[src/rtl/i2ct_pkg.sv]
package i2ct_pkg;

  typedef enum logic [2:0] {
    ST_IDLE, ST_RX, ST_ACK, ST_TX, ST_TXACK, ST_WAIT
  } eng_state_t;

  typedef enum logic [1:0] {
    PH_ADDR, PH_WRITE, PH_GCALL
  } rx_phase_t;

  localparam logic [7:0] GC_ADDR_BYTE = 8'h00;
  localparam logic [7:0] GC_CMD_RESET = 8'h06;
  localparam logic [7:0] GC_CMD_LATCH = 8'h04;

  function automatic logic is_master_code(input logic [7:0] b);
    return b[7:3] == 5'b00001;
  endfunction

  function automatic logic gc_code_accepted(input logic [7:0] b);
    return (b == GC_CMD_RESET) || (b == GC_CMD_LATCH);
  endfunction

endpackage

[src/rtl/i2ct_sync.sv]
module i2ct_sync #(
  parameter int WIDTH  = 2,
  parameter int STAGES = 2
) (
  input  logic             clk,
  input  logic             rst_n,
  input  logic [WIDTH-1:0] d,
  output logic [WIDTH-1:0] q
);
  for (genvar g = 0; g < WIDTH; g++) begin : g_line
    logic [STAGES-1:0] chain;
    always_ff @(posedge clk or negedge rst_n) begin
      if (!rst_n) chain <= '1;
      else        chain <= {chain[STAGES-2:0], d[g]};
    end
    assign q[g] = chain[STAGES-1];
  end
endmodule

[src/rtl/i2ct_linecond.sv]
module i2ct_linecond #(
  parameter int SYNC_STAGES = 2
) (
  input  logic clk,
  input  logic rst_n,
  input  logic scl_raw,
  input  logic sda_raw,
  output logic scl_s,
  output logic sda_s,
  output logic scl_rise,
  output logic scl_fall,
  output logic start_evt,
  output logic stop_evt
);
  logic [1:0] synced;
  logic       scl_q, sda_q;

  i2ct_sync #(.WIDTH(2), .STAGES(SYNC_STAGES)) u_sync (
    .clk(clk), .rst_n(rst_n), .d({scl_raw, sda_raw}), .q(synced)
  );

  assign scl_s = synced[1];
  assign sda_s = synced[0];

  always_ff @(posedge clk or negedge rst_n) begin
    if (!rst_n) begin
      scl_q <= 1'b1;
      sda_q <= 1'b1;
    end else begin
      scl_q <= scl_s;
      sda_q <= sda_s;
    end
  end

  assign scl_rise  = scl_s & ~scl_q;
  assign scl_fall  = ~scl_s & scl_q;
  assign start_evt = scl_s & scl_q & sda_q & ~sda_s;
  assign stop_evt  = scl_s & scl_q & ~sda_q & sda_s;


  start_stop_excl_chk: assert property (@(posedge clk) disable iff (!rst_n)
    start_evt |=> !stop_evt);
endmodule

[src/rtl/i2c_target_gc.sv]
module i2c_target_gc
  import i2ct_pkg::*;
#(
  parameter logic [6:0] OWN_ADDR    = 7'h48,
  parameter int         SYNC_STAGES = 2,
  parameter int         BYTE_BITS   = 8
) (
  input  logic                 clk,
  input  logic                 rst_n,
  input  logic                 scl_in,
  input  logic                 sda_in,
  output logic                 sda_oe,
  output logic                 rx_valid,
  output logic [BYTE_BITS-1:0] rx_data,
  output logic                 tx_req,
  input  logic [BYTE_BITS-1:0] tx_data,
  output logic                 gc_reset_req,
  output logic                 hs_mode
);
  localparam int CNT_W = $clog2(BYTE_BITS + 1);
  localparam logic [CNT_W-1:0] FULL = CNT_W'(BYTE_BITS);

  logic scl_s, sda_s, scl_rise, scl_fall, start_evt, stop_evt;

  i2ct_linecond #(.SYNC_STAGES(SYNC_STAGES)) u_cond (
    .clk(clk), .rst_n(rst_n), .scl_raw(scl_in), .sda_raw(sda_in),
    .scl_s(scl_s), .sda_s(sda_s), .scl_rise(scl_rise), .scl_fall(scl_fall),
    .start_evt(start_evt), .stop_evt(stop_evt)
  );

  eng_state_t           state;
  rx_phase_t            phase;
  logic [CNT_W-1:0]     bit_cnt;
  logic [BYTE_BITS-1:0] shreg;
  logic                 rd_dir, m_ack;

  // named decode events
  logic byte_done, own_hit, gc_hit, mcode_hit;
  assign byte_done = (state == ST_RX) && scl_fall && (bit_cnt == FULL);
  assign own_hit   = shreg[BYTE_BITS-1:1] == OWN_ADDR;
  assign gc_hit    = shreg == GC_ADDR_BYTE;
  assign mcode_hit = is_master_code(shreg);

  assign tx_req = scl_fall &&
                  (((state == ST_ACK) && rd_dir) || ((state == ST_TXACK) && m_ack));

  always_ff @(posedge clk or negedge rst_n) begin
    if (!rst_n) begin
      state <= ST_IDLE;  phase <= PH_ADDR;  bit_cnt <= '0;  shreg <= '0;
      sda_oe <= 1'b0;    hs_mode <= 1'b0;   rd_dir <= 1'b0; m_ack <= 1'b0;
      rx_valid <= 1'b0;  rx_data <= '0;     gc_reset_req <= 1'b0;
    end else begin
      rx_valid     <= 1'b0;
      gc_reset_req <= 1'b0;
      if (stop_evt) begin
        state <= ST_IDLE;  sda_oe <= 1'b0;  hs_mode <= 1'b0;
      end else if (start_evt) begin
        state <= ST_RX;  phase <= PH_ADDR;  bit_cnt <= '0;
        sda_oe <= 1'b0;  rd_dir <= 1'b0;
      end else begin
        unique case (state)
          ST_RX: begin
            if (scl_rise && bit_cnt != FULL) begin
              shreg   <= {shreg[BYTE_BITS-2:0], sda_s};
              bit_cnt <= bit_cnt + 1'b1;
            end else if (byte_done) begin
              bit_cnt <= '0;
              state   <= ST_WAIT;
              unique case (phase)
                PH_ADDR: begin
                  if (own_hit) begin
                    sda_oe <= 1'b1;  state <= ST_ACK;
                    rd_dir <= shreg[0];  phase <= PH_WRITE;
                  end else if (gc_hit) begin
                    sda_oe <= 1'b1;  state <= ST_ACK;  phase <= PH_GCALL;
                  end else if (mcode_hit) begin
                    hs_mode <= 1'b1;
                  end
                end
                PH_WRITE: begin
                  sda_oe <= 1'b1;  state <= ST_ACK;
                  rx_valid <= 1'b1;  rx_data <= shreg;
                end
                default: begin
                  if (gc_code_accepted(shreg)) begin
                    sda_oe <= 1'b1;  state <= ST_ACK;
                    gc_reset_req <= (shreg == GC_CMD_RESET);
                  end
                end
              endcase
            end
          end
          ST_ACK: begin
            if (scl_fall) begin
              bit_cnt <= '0;
              if (rd_dir) begin
                shreg  <= tx_data;
                sda_oe <= ~tx_data[BYTE_BITS-1];
                state  <= ST_TX;
              end else begin
                sda_oe <= 1'b0;
                state  <= ST_RX;
              end
            end
          end
          ST_TX: begin
            if (scl_rise) begin
              bit_cnt <= bit_cnt + 1'b1;
            end else if (scl_fall) begin
              if (bit_cnt == FULL) begin
                sda_oe <= 1'b0;  state <= ST_TXACK;
              end else begin
                sda_oe <= ~shreg[BYTE_BITS-2];
                shreg  <= {shreg[BYTE_BITS-2:0], 1'b0};
              end
            end
          end
          ST_TXACK: begin
            if (scl_rise) begin
              m_ack <= ~sda_s;
            end else if (scl_fall) begin
              bit_cnt <= '0;
              if (m_ack) begin
                shreg  <= tx_data;
                sda_oe <= ~tx_data[BYTE_BITS-1];
                state  <= ST_TX;
              end else begin
                state  <= ST_WAIT;
              end
            end
          end
          default: ;
        endcase
      end
    end
  end


  oe_rise_scl_low_chk: assert property (@(posedge clk) disable iff (!rst_n)
    $rose(sda_oe) |-> !$past(scl_s));

  gc_req_single_chk: assert property (@(posedge clk) disable iff (!rst_n)
    gc_reset_req |=> !gc_reset_req);

  mcode_no_ack_chk: assert property (@(posedge clk) disable iff (!rst_n)
    $rose(hs_mode) |-> !sda_oe);

  hs_clear_on_stop_chk: assert property (@(posedge clk) disable iff (!rst_n)
    stop_evt |=> !hs_mode);

  rx_acked_chk: assert property (@(posedge clk) disable iff (!rst_n)
    rx_valid |-> sda_oe);

  stop_release_chk: assert property (@(posedge clk) disable iff (!rst_n)
    stop_evt |=> !sda_oe);
endmodule

[config.mk]
export PLATFORM = sky130hd
export DESIGN_NAME = i2c_target_gc
export DESIGN_NICKNAME = d
export VERILOG_FILES = /design/src/rtl/i2ct_pkg.sv /design/src/rtl/i2ct_sync.sv /design/src/rtl/i2ct_linecond.sv /design/src/rtl/i2c_target_gc.sv
export SDC_FILE = /design/constraint.sdc
export NUM_CORES = 1
export LEC_CHECK = 0
export BUFFER_PORTS_ARGS = -buffer_cell sky130_fd_sc_hd__clkbuf_2
export CORE_ASPECT_RATIO = 1.75
export CORE_MARGIN = 1
export CORE_UTILIZATION = 50
export DETAILED_ROUTE_END_ITERATION = 8
export PLACE_DENSITY_LB_ADDON = 0.12
export SYNTH_ARGS = -nofsm -noshare
export SYNTH_HDL_FRONTEND = slang
export SYNTH_HIERARCHICAL = 1
export SYNTH_SLANG_ARGS = --single-unit
[constraint.sdc]
create_clock -name clk -period 2.62 [get_ports clk]
set_input_delay 0.786 -clock clk [delete_from_list [all_inputs] [get_ports clk]]
set_output_delay 0.786 -clock clk [all_outputs]
set_load 0.02 [all_outputs]
== Word level (Yosys, flattened, before mapping) ==
Cells that the tools add are included.

* Muxes and demuxes: 86
* Reductions and logical operators: 32
* Bitwise gates (word level): 16
* Equality and inequality tests: 39
* $add $sub $neg: 1

{| class="wikitable"
|+ Operator list
! cell !! count
|-
| $mux 8 || 9
|-
| $mux 1 || 43
|-
| $mux 3 || 14
|-
| $ne 4x4->1 const B || 10
|-
| $pmux 8 s4 || 1
|-
| $mux 4 || 6
|-
| $ne 2x2->1 const B || 12
|-
| $reduce_and 6->1 || 3
|-
| $eq 8x3->1 const B || 2
|-
| $mux 2 || 8
|-
| $pmux 4 s4 || 1
|-
| $reduce_bool 2->1 || 8
|-
| $pmux 3 s4 || 1
|-
| $reduce_and 12->1 || 1
|-
| $reduce_and 11->1 || 1
|-
| $not 1->1 || 9
|-
| $reduce_and 9->1 || 1
|-
| $logic_not 8->1 || 1
|-
| $reduce_and 8->1 || 1
|-
| $and 1x1->1 || 7
|-
| $eq 7x7->1 const B || 1
|-
| $eq 3x2->1 const B || 2
|-
| $logic_and 1x1->1 || 6
|-
| $ne 3x3->1 const B || 2
|-
| 22 further kinds || 24
|}

* Logic and storage cells: 189
* Bits in registers: 37
* Output and inout port bits: 13

== Longest topological paths before layout ==
Gate-level depths: netlist of the first run.

* Word-level depth: 10
* Gate-level depth with buffers: 9

== By module ==
Netlist of the first run, hierarchy kept.

{| class="wikitable"
|+ By module, submodules not included
! module !! area each (um^2) !! cells each !! seq. area each (um^2) !! instances
|-
| i2c_target_gc || 1,883.1 || 176 || 775.7 || 1
|-
| i2ct_sync || 120.1 || 6 || 105.1 || 1
|-
| i2ct_linecond || 85.1 || 6 || 52.6 || 1
|}

== Worst setup path before layout of the first run ==
No wires, ideal clock.

* Kind: register to register
* Start point: register u_cond.u_sync.g_line[0].chain[1]
* End point: register state[0]
* Period minus slack after synthesis: 2.215 ns
* Library setup time: 0.125 ns
* Data arrival time: 2.090 ns
* Path buffers: 2
* Slack: 0.405 ns
* Stages on the path, launching flop included: 10
* Data required time: 2.495 ns
* Path through: dfstp_2 -> buf_4 -> and4b_1 -> clkbuf_1 -> or2_2 -> nor4_1 -> nor2_1 -> nand3b_4 -> a41oi_4 -> mux2_4

* Elaborated cells between the ends (all ways): 15
* Those cells by class: 8 x eq/ne; 2 x mux; 3 x bitwise; 2 x reduce/logical

{| class="wikitable"
|+ RTL lines
! element !! RTL line !! RTL
|-
| start: declaration || i2ct_sync.sv:11 || <nowiki>logic [STAGES-1:0] chain;</nowiki>
|-
| start signal: assignment || i2ct_sync.sv:14 || <nowiki>else chain <= {chain[STAGES-2:0], d[g]};</nowiki>
|-
| $and 1x1->1 * || i2ct_linecond.sv:38 || <nowiki>assign stop_evt = scl_s & scl_q & ~sda_q & sda_s;</nowiki>
|-
| via stop_evt || i2c_target_gc.sv:23 || <nowiki>logic scl_s, sda_s, scl_rise, scl_fall, start_evt, stop_evt;</nowiki>
|-
| $ne 4x4->1 (no source line) / $reduce_bool 6->1 (equally long branches) || -- ||
|-
| $reduce_and 9->1 (no source line) || -- ||
|-
| end signal: assignment || i2c_target_gc.sv:49 || <nowiki>state <= ST_IDLE; phase <= PH_ADDR; bit_cnt <= '0; shreg <= '0;</nowiki>
|-
| end signal: assignment || i2c_target_gc.sv:56 || <nowiki>state <= ST_IDLE; sda_oe <= 1'b0; hs_mode <= 1'b0;</nowiki>
|-
| end signal: assignment || i2c_target_gc.sv:58 || <nowiki>state <= ST_RX; phase <= PH_ADDR; bit_cnt <= '0;</nowiki>
|-
| end: declaration || i2c_target_gc.sv:31 || <nowiki>eng_state_t state;</nowiki>
|}

Mark *: on every way through the listed nets, which the timed path passes. The rest lies on a longest branch.
A chain may end at the register's enable or synchronous reset.

== Final worst setup path of the first run ==
* Start point: register state[2]
* End point: output port tx_req

* Longest elaborated chain between the ends: 4
* Elaborated cells between the ends (all ways): 6
* Those cells by class: 2 x eq/ne; 4 x reduce/logical

{| class="wikitable"
|+ Ends and longest elaborated chain
! element !! RTL line !! RTL
|-
| $eq 3x2->1 / $eq 3x3->1 (equally long branches) || i2c_target_gc.sv:45 || <nowiki>(((state == ST_ACK) && rd_dir) || ((state == ST_TXACK) && m_ack));</nowiki>
|-
| $logic_and 1x1->1 || i2c_target_gc.sv:45 ||
|-
| $logic_or 1x1->1 * || i2c_target_gc.sv:45 ||
|-
| $logic_and 1x1->1 * || i2c_target_gc.sv:44 || <nowiki>assign tx_req = scl_fall &&</nowiki>
|-
| end: declaration || i2c_target_gc.sv:15 || <nowiki>output logic tx_req,</nowiki>
|}

Mark *: on every way between the ends. The rest lies on a longest branch, timed or not.

==> key figures, run 1 <==
Worst setup path
  – Critical path buffers and inverters: 1
  – CP cell instances: and2b_2 > nand2_1 > a21oi_1 > and2_1 > clkbuf_2
  – CP Max Fanout: 10
  – Cell at the slowest stage of the critical path: dfrtp_1
  – Largest delay share family, worst path: simple AND/OR/NAND/NOR gates
  – CP Launch Type: flip-flop
  – Crit-path max cell delay: 0.47 ns
  – Crit end category: output port
  – Worst Path Required: 1.83 ns
  – Arr. time, crit path: 1.67 ns
  – CP Class: reg -> out

Yosys
  – Synthesized instance count: 188
  – Cell Area, Synth: 2090 um^2
  – Post-synth EDFFs: 0
  – Post-Syn Nets: 202
  – Seq/Total Area, Yosys: 44.7%
  – Commonest cells in the netlist: 31 x dfrtp_1, 23 x mux2_2, 12 x nor2_1
  – Top cells by area, synth: dfrtp_1 37%, mux2_2 12%, dfstp_2 7.5%
  – Top-count cell post-synth: dfrtp_1
  – Post-synthesis area per instance: 11.1 um^2
  – Top FF cell, synth: dfrtp_1
  – Yosys Warn Count: 6
  – Synth async-reset ratio: 100%
  – FF+latch count, synth: 37
  – Synth cell types: 51
  – Yosys top cell by area: dfrtp_1
  – Synth top area share: 37.1%

STA
  – Fin. max-slew vios: 0
  – Final Skew: 0.00460 ns
  – Tcrit/Tclk final: 93.9%
  – RSZ-0062 raised after global routing: no
  – Rel. slew slack: 65.4%
  – Final Hold Viols: 0
  – # setup viols final: 0
  – Final hold slack: 0.302 ns
  – Worst-margin pin slew: 0.516 ns
  – Fmax: 406 MHz
  – Fin crit period: 2.46 ns
  – TNS Setup: 0 ns

Flow run
  – Total of max-cap violations: 0

Placement
  – Hpwl dp: 3560 um
  – DP Area: 2260 um^2
  – Placed Cells: 258
  – RePlAce Congestion: 0.944
  – IO buf count: 24

Clocking
  – CTS tree: built
  – Post-CTS setup buffer count: 0
  – Clock Path Buffers: 2
  – Post-CTS sizing: 0
  – Worst-path clk slew: 0.07 ns
  – Clock latency on the worst-skew pair: 0.29 ns
  – CTS root buf: clkbuf_8
  – Htree depth: 2
  – Clock Sinks: 37
  – Num CTS Buffers: 5
  – Hold buffer count at CTS: 0

Floorplan
  – Core box area: 3940 um^2
  – Std-Cell Rows: 30
  – Chip Width: 50.9 um
  – Height of the die: 87.5 um
  – Die ar.: 4450 um^2
  – IO Pins: 25
  – Initial Util: 53.0%

Global routing
  – Vias in the first global route: 1673
  – GRT Util Overall: 23.7%
  – Global route overflow: 0
  – First-pass GRT wire length: 7680 um
  – Largest net degree at the start of global routing: 33
  – Initial antenna violation count: 0

Drt
  – WL final: 4550 um
  – Remaining design rule violation count: 0
  – Starting DRC count in detailed routing: 21
  – Vias per cell: 5.87
  – Vias: 1562
  – Drt pass-1 iters: 4
  – Routed Antenna Nets: 0
  – Routed wire per std cell: 17.1 um

Final layout
  – Share of post-route cells with drive strength above 1: 38.1%
  – Final nets: 231
  – Antenna Cells: 0
  – Finished Cell Area: 2380 um^2
  – Finished Layout Cells: 266
  – Area delta synth->final: 14.1%

Hold path
  – Hold WC Path Type: in -> async

Pwr
  – Max IR drop VDD: 579 uV
  – Pwr dens: 845 nW/um^2
  – Static Leak: 1.10 nW

Outcome
  – Status: completed
kinds of logic (layout without fill, tap and decap cells):
family | Yosys count | count (layout) | share of synthesized area [%]
and+or+nand+nor | 68 | 68 | 20.3
DFF | 37 | 37 | 44.7
AOI/OAI and AO/OA | 36 | 36 | 14.0
muxes | 29 | 29 | 15.8
buffers and inverters | 16 | 46 | 4.07
adders and majority gates | 2 | 2 | 1.20
routing by layer:
metal	vias up	GRT usage, %	share of wire [%]
li1	748	-	-
met1	767	24.0	39
met2	35	44.2	55
met3	12	3.84	2.6
met4	0	13.9	2.9
met5	-	0	0
cells in the final DEF (no fill, tap or decap), drive strengths merged, types with 3 or more instances in the layout:
| cell type | n |
|---|---|
| o21ai | 9 |
| a311oi | 3 |
| nor3 | 8 |
| nand4 | 3 |
| inv | 7 |
| nand3b | 3 |
| a21oi | 9 |
| mux2i | 4 |
| nand2 | 11 |
| nor2 | 13 |
| nand2b | 4 |
| clkbuf | 30 |
| and2 | 3 |
| dfstp | 6 |
| dfrtp | 31 |
| mux2 | 25 |
| nand3 | 6 |
| nor2b | 3 |
| buf | 7 |
registers in the layout, summed over array words and instances, names as in the netlist:
name                        count
rx_valid                        1
rx_data                         8
state                           3
hs_mode                         1
m_ack                           1
sda_oe                          1
u_cond/u_sync/g_line.chain      4
rd_dir                          1
shreg                           8
u_cond/scl_q                    1
bit_cnt                         4
gc_reset_req                    1
phase                           2
u_cond/sda_q                    1
worst reg2reg max path, cell delays in order (launching register included):
cell,delay (ns)
dfstp_2,0.56
and4b_1,0.48
or2_2,0.23
nor4_1,0.05
nor2_1,0.20
nand3b_4,0.13
a41oi_4,0.27
mux2_4,0.33
per-stage QoR:
stage	util, %	worst slack [ns]	power (mW)
floorplan	-	0.405	1.33
global placement	57.4	0.338	1.48
detailed placement	57.4	0.284	1.51
global route	60.4	0.0827	2.14
CTS	60.4	0.151	2.03
finish	60.4	0.160	2.01
final cells by class:
type                            instances  area [um^2]
Fill cell                             358         1560
Multi-Input combinational cell        135         1070
Sequential cell                        37          933
Timing Repair Buffer                   31          173
Clock buffer                            6         82.6
Tap cell                               48         60.1
Clock inverter                          2         37.5
Inverter                                7         26.3
worst paths after layout:
check                                                                start                                    endpoint  slack (ns)  cells after the start
min in group clk                u_cond/u_sync/g_line[1].chain[0]$_DFF_PN1_  u_cond/u_sync/g_line[1].chain[1]$_DFF_PN1_        0.36                      0
worst min-delay path                                                 rst_n                        state[2]$_DFFE_PN0P_        0.30                      1
worst max register to register  u_cond/u_sync/g_line[1].chain[1]$_DFF_PN1_                        state[2]$_DFFE_PN0P_        0.27                      7
worst max-delay path                                  state[2]$_DFFE_PN0P_                                      tx_req        0.16                      5
worst min register to register  u_cond/u_sync/g_line[1].chain[0]$_DFF_PN1_  u_cond/u_sync/g_line[1].chain[1]$_DFF_PN1_        0.36                      0
max in group asynchronous                                            rst_n  u_cond/u_sync/g_line[0].chain[0]$_DFF_PN1_        1.68                      2
power by group:
part           total, mW  switching [mW]  internal [mW]
registers          0.826           0.146          0.680
logic              0.672           0.338          0.334
clock network      0.516           0.206          0.309
total               2.01           0.690           1.32
No activity file was read; power rests on OpenSTA's default activity.
==> inputs of run 2 (changes only) <==
--- a/config.mk
+++ b/config.mk
@@ -5,6 +5,7 @@
 export SDC_FILE = /design/constraint.sdc
 export NUM_CORES = 1
 export LEC_CHECK = 0
+export ABC_AREA = 0
 export BUFFER_PORTS_ARGS = -buffer_cell sky130_fd_sc_hd__clkbuf_2
 export CORE_ASPECT_RATIO = 1.75
 export CORE_MARGIN = 1
==> constraint.sdc (replaced) <==
create_clock -name clk -period 2.62 [get_ports clk]
set_input_delay 0.393 -clock clk [delete_from_list [all_inputs] [get_ports clk]]
set_output_delay 0.393 -clock clk [all_outputs]
set_load 0.02 [all_outputs]
==> run 2 against run 1 <==
  * Power decreased by 0.91%
  * Critical path type is now reg -> reg
  * Largest cell class unchanged
  * Core utilization fell by 0.41 points
  * Sequential share of layout area grew 0.27 points
  * Sequential power is 0.5% lower
  * Global-route usage increased by 0.49 points
  * Die area is the same
  * Clock power fell by 4.7%
==> key figures, run 2 (synthesis results as in run 1) <==
Global routing
  – Initial antenna violation count: 0
  – Vias in the first global route: 1692
  – Largest net degree at the start of global routing: 38
  – GRT Util Overall: 24.2%
  – First-pass GRT wire length: 7880 um
  – Global route overflow: 0

Floorplan
  – Std-Cell Rows: 30
  – Initial Util: 53.0%
  – Height of the die: 87.5 um
  – Core box area: 3940 um^2
  – Chip Width: 50.9 um
  – IO Pins: 25
  – Die ar.: 4450 um^2

STA
  – Fin. max-slew vios: 0
  – RSZ-0062 raised after global routing: no
  – Tcrit/Tclk final: 89.3%
  – Final WS setup: 0.280 ns
  – # setup viols final: 0
  – Fmax: 427 MHz
  – Worst-margin pin slew: 0.898 ns
  – Final Hold Viols: 0
  – Fin crit period: 2.34 ns
  – Rel. slew slack: 40.2%
  – Final Skew: 0.00632 ns
  – Final hold slack: 0.179 ns
  – TNS Setup: 0 ns

Worst setup path
  – Worst reg2reg startpoint: u_cond/u_sync/g_line[1].chain[1]$_DFF_PN1_
  – CP startpoint: u_cond/u_sync/g_line[1].chain[1]$_DFF_PN1_
  – Crit end category: flip-flop
  – CP Max Fanout: 12
  – CP Class: reg -> reg
  – Flop2flop setup slack: 0.28 ns
  – Arr. time, crit path: 2.52 ns
  – Worst Path Required: 2.80 ns
  – CP Launch Type: flip-flop

Pwr
  – Static Leak: 1.09 nW
  – Max IR drop VDD: 617 uV
  – Pwr dens: 844 nW/um^2
  – Total power draw: 2.00 mW

Drt
  – Remaining design rule violation count: 0
  – Vias per cell: 5.99
  – Vias: 1588
  – Drt pass-1 iters: 4
  – Starting DRC count in detailed routing: 47
  – Routed wire per std cell: 17.7 um
  – Routed Antenna Nets: 0
  – WL final: 4680 um

Clocking
  – Clock Path Buffers: 2
  – Hold buffer count at CTS: 0
  – Htree depth: 2
  – Post-CTS sizing: 0
  – Clock latency on the worst-skew pair: 0.29 ns
  – Clock Sinks: 37
  – Post-CTS setup buffer count: 0
  – Worst-path clk slew: 0.08 ns
  – Num CTS Buffers: 5
  – CTS root buf: clkbuf_8
  – CTS tree: built

Final layout
  – Finished Layout Cells: 265
  – Largest regs: rx_data (8), shreg (8)
  – Fillcell total: 358
  – Finished Cell Area: 2370 um^2
  – Final nets: 230
  – Antenna Cells: 0
  – Share of post-route cells with drive strength above 1: 37.3%
  – Area delta synth->final: 13.3%
  – Commonest non-fill, non-tap cells in the layout: 31 x dfrtp_1, 24 x clkbuf_2, 23 x mux2_2
  – Commonest non-fill, non-tap cell in the layout: dfrtp_1
  – Fin util: 60.0%

Placement
  – DP Area: 2250 um^2
  – Pre-CTS setup slack: 0.294 ns
  – RePlAce Congestion: 0.948
  – Hpwl dp: 3590 um
  – Placed Cells: 257
  – IO buf count: 24

Flow run
  – Total of max-cap violations: 0

Hold path
  – Worst hold start: sda_in
  – Hold WC Path Type: in -> reg

Outcome
  – Status: completed
[run 2: cell count changes in the layout (fill, tap and decap cells not counted), sizes merged]
cell,delta
clkinvlp,-1
buf,-1
clkinv,+1
[run 2: area by class of cell]
class	instances	area [um^2]	share of cell area [%]
repair buffers	30	165	6.98
multi-input cells	135	1070	45.2
clock inverters	2	38.8	1.64
well taps	48	60.1	2.54
clock buffers	6	72.6	3.07
flip-flops and latches	37	933	39.5
inverters	7	26.3	1.11
[run 2: path summary, 6_finish.rpt]
kind | end | depth (start not counted)
max | state[2]$_DFFE_PN0P_ | 7
min | u_cond/u_sync/g_line[0].chain[0]$_DFF_PN1_ | 1
max reg2reg | state[2]$_DFFE_PN0P_ | 7
min reg2reg | u_cond/u_sync/g_line[1].chain[1]$_DFF_PN1_ | 0
max in group asynchronous | bit_cnt[0]$_DFFE_PN0P_ | 1
min in group asynchronous | state[0]$_DFFE_PN0P_ | 1
[run 2: worst max-delay path, stage by stage, from the launching register on]
cell,delay (ns)
dfstp_2,0.56
and4b_1,0.48
or2_2,0.23
nor4_1,0.05
nor2_1,0.20
nand3b_4,0.13
a41oi_4,0.26
mux2_4,0.32
[run 2: power breakdown]
| group | total, mW | internal (mW) | switching [mW] |
|---|---|---|---|
| combinational | 0.682 | 0.333 | 0.349 |
| clock | 0.492 | 0.286 | 0.206 |
| sequential | 0.822 | 0.680 | 0.142 |
[run 2: routing by layer]
metal,share of wire [%],up-vias,GRT usage (%)
met3,3.6,16,4.89
met1,38,793,24.1
met2,55,36,45.9
met4,3.3,0,12.1
met5,0,-,0
li1,-,743,-
==> inputs of run 3 (changes only) <==
--- a/config.mk
+++ b/config.mk
@@ -12,6 +12,7 @@
 export CORE_UTILIZATION = 50
 export DETAILED_ROUTE_END_ITERATION = 8
 export PLACE_DENSITY_LB_ADDON = 0.12
+export RECOVER_POWER = 50
 export SYNTH_ARGS = -nofsm -noshare
 export SYNTH_HDL_FRONTEND = slang
 export SYNTH_HIERARCHICAL = 1
==> run 3 against run 2 <==
  * The run now ends with max-capacitance violations, max-slew violations left
  * Register-to-register slack worse by 0.04 ns
  * Critical path depth unchanged
  * Core utilization is essentially flat
==> key figures, run 3 (synthesis results as in run 1) <==
Pwr
  – Gate power share: 34.2%
  – Clock share of power: 24.6%
  – Cell-internal power: 1.30 mW
  – Flop pwr share: 41.2%
  – Switch Pwr: 0.695 mW
  – Pwr dens: 843 nW/um^2
  – Static Leak: 1.09 nW
  – Max IR drop VDD: 617 uV
  – Sw Ratio: 34.9%

Worst setup path
  – Crit end category: flip-flop
  – Arr. time, crit path: 2.55 ns
  – Flop2flop setup slack: 0.24 ns
  – R2R Path End: state[2]$_DFFE_PN0P_
  – CP cell instances: and4b_1 > or2_2 > nor4_1 > nor2_1 > nand3b_4 > a41oi_4 > mux2_4
  – Cells on worst reg2reg path: 7
  – Worst reg2reg startpoint: u_cond/u_sync/g_line[1].chain[1]$_DFF_PN1_
  – Cell at the slowest stage of the critical path: dfstp_1
  – Worst Path Required: 2.80 ns
  – CP Launch Type: flip-flop
  – CP Class: reg -> reg
  – Crit-path max cell delay: 0.58 ns
  – CP Max Fanout: 12

Clocking
  – Clock Sinks: 37
  – CTS root buf: clkbuf_8
  – Htree depth: 2
  – Clock Path Buffers: 2
  – Num CTS Buffers: 5
  – Post-CTS sizing: 0
  – CTS tree: built
  – Post-CTS setup buffer count: 0
  – Worst-path clk slew: 0.07 ns
  – Clock latency on the worst-skew pair: 0.29 ns
  – Hold buffer count at CTS: 0

Flow run
  – Total of max-cap violations: 1

Floorplan
  – Core box area: 3940 um^2
  – IO Pins: 25
  – Height of the die: 87.5 um
  – Die ar.: 4450 um^2
  – Initial Util: 53.0%
  – Chip Width: 50.9 um
  – Std-Cell Rows: 30

STA
  – TNS Setup: 0 ns
  – Fin. max-slew vios: 38
  – Worst-margin pin slew: 1.92 ns
  – Tcrit/Tclk final: 90.7%
  – Fin crit period: 2.38 ns
  – Fmax: 421 MHz
  – Final Skew: 0.00566 ns
  – Final Hold Viols: 0
  – RSZ-0062 raised after global routing: no
  – # setup viols final: 0
  – Rel. slew slack: -28.2%

Final layout
  – Largest regs: rx_data (8), shreg (8)
  – Finished Cell Area: 2360 um^2
  – Antenna Cells: 0
  – Final nets: 230
  – Fillcell total: 357
  – Area delta synth->final: 13.2%
  – Commonest non-fill, non-tap cells in the layout: 31 x dfrtp_1, 23 x mux2_2, 23 x clkbuf_2
  – Commonest non-fill, non-tap cell in the layout: dfrtp_1
  – Share of post-route cells with drive strength above 1: 35.9%

Drt
  – Starting DRC count in detailed routing: 48
  – Drt pass-1 iters: 4
  – Remaining design rule violation count: 0
  – WL final: 4680 um
  – Routed wire per std cell: 17.6 um
  – Vias per cell: 5.97
  – Vias: 1582
  – Routed Antenna Nets: 0

Global routing
  – GRT Util Overall: 24.2%
  – First-pass GRT wire length: 7880 um
  – Vias in the first global route: 1692
  – Initial antenna violation count: 0
  – Global route overflow: 0
  – Largest net degree at the start of global routing: 38

Placement
  – Hpwl dp: 3590 um
  – DP Area: 2250 um^2
  – RePlAce Congestion: 0.948
  – IO buf count: 24

Hold path
  – Worst hold endpoint: u_cond/u_sync/g_line[0].chain[0]$_DFF_PN1_
  – Hold Path Depth: 1
  – Hold WC Path Type: in -> reg
  – Worst hold start: sda_in

Outcome
  – Status: finished with violations
  – Failing checks: max-capacitance violations, max-slew violations
## run 3: changes by cell type in the layout (fill, tap and decap cells not counted)
cell	change
dfstp_1	+2
dfstp_2	-2
clkbuf_1	+1
clkbuf_2	-1
## run 3: area by class of cell
cell class	count	area (um^2)	share of cell area [%]
clock buffers	6	72.6	3.07
clock inverters	2	38.8	1.64
inverters	7	26.3	1.11
multi-input cells	135	1070	45.2
flip-flops and latches	37	933	39.5
well taps	48	60.1	2.54
repair buffers	30	164	6.93
## run 3: critical path, delay by kind of cell (launching register included)
family / cells / cell delay (ns)
multiplexers: 1 / 0.32
flip-flops: 1 / 0.58
AO/OA/AOI/OAI: 1 / 0.26
AND/OR/NAND/NOR: 5 / 1.10
## run 3: power groups by stage
stage          sequential (mW)  combinational [mW]  clock (mW)
5_1_grt                  0.840               0.751       0.527
4_1_cts                  0.820               0.685       0.505
3_3_place_gp             0.827               0.659           0
2_1_floorplan            0.780               0.550           0
3_5_place_dp             0.831               0.682           0
6_report                 0.820               0.682       0.490
## run 3: worst max path at each step
stage,start,endpoint,slack (ns),cells past startpoint
floorplan,u_cond/u_sync/g_line[0].chain[1]$_DFF_PN1_,state[0]$_DFFE_PN0P_,0.41,9
global placement,u_cond/u_sync/g_line[0].chain[1]$_DFF_PN1_,sda_oe$_DFFE_PN0P_,0.34,7
detailed placement,u_cond/u_sync/g_line[0].chain[1]$_DFF_PN1_,sda_oe$_DFFE_PN0P_,0.29,7
CTS,u_cond/u_sync/g_line[1].chain[1]$_DFF_PN1_,state[2]$_DFFE_PN0P_,0.29,7
global route,u_cond/u_sync/g_line[1].chain[1]$_DFF_PN1_,state[0]$_DFFE_PN0P_,0.15,7
finish,u_cond/u_sync/g_line[1].chain[1]$_DFF_PN1_,state[2]$_DFFE_PN0P_,0.24,7
## run 3: metal layers
layer,share of wire (%),up-vias,global-route usage [%]
li1,-,742,-
met3,3.5,18,4.89
met5,0,-,0
met2,56,38,45.9
met1,37,784,24.1
met4,3.4,0,12.1
## run 3: through the flow
| stage | util [%] | hold slack [ns] | std cells | worst slack, ns | total power, mW |
|---|---|---|---|---|---|
| 6_report | 60.0 | 0.180 | 265 | 0.244 | 1.99 |
| 5_1_grt | 60.0 | 0.170 | 265 | 0.154 | 2.12 |
| 4_1_cts | 60.0 | 0.174 | 265 | 0.287 | 2.01 |
| 3_5_place_dp | 57.2 | 0.347 | 257 | 0.294 | 1.51 |
| 3_3_place_gp | 57.2 | 0.348 | 257 | 0.335 | 1.49 |
| 2_1_floorplan | - | 0.0974 | 188 | 0.405 | 1.33 |
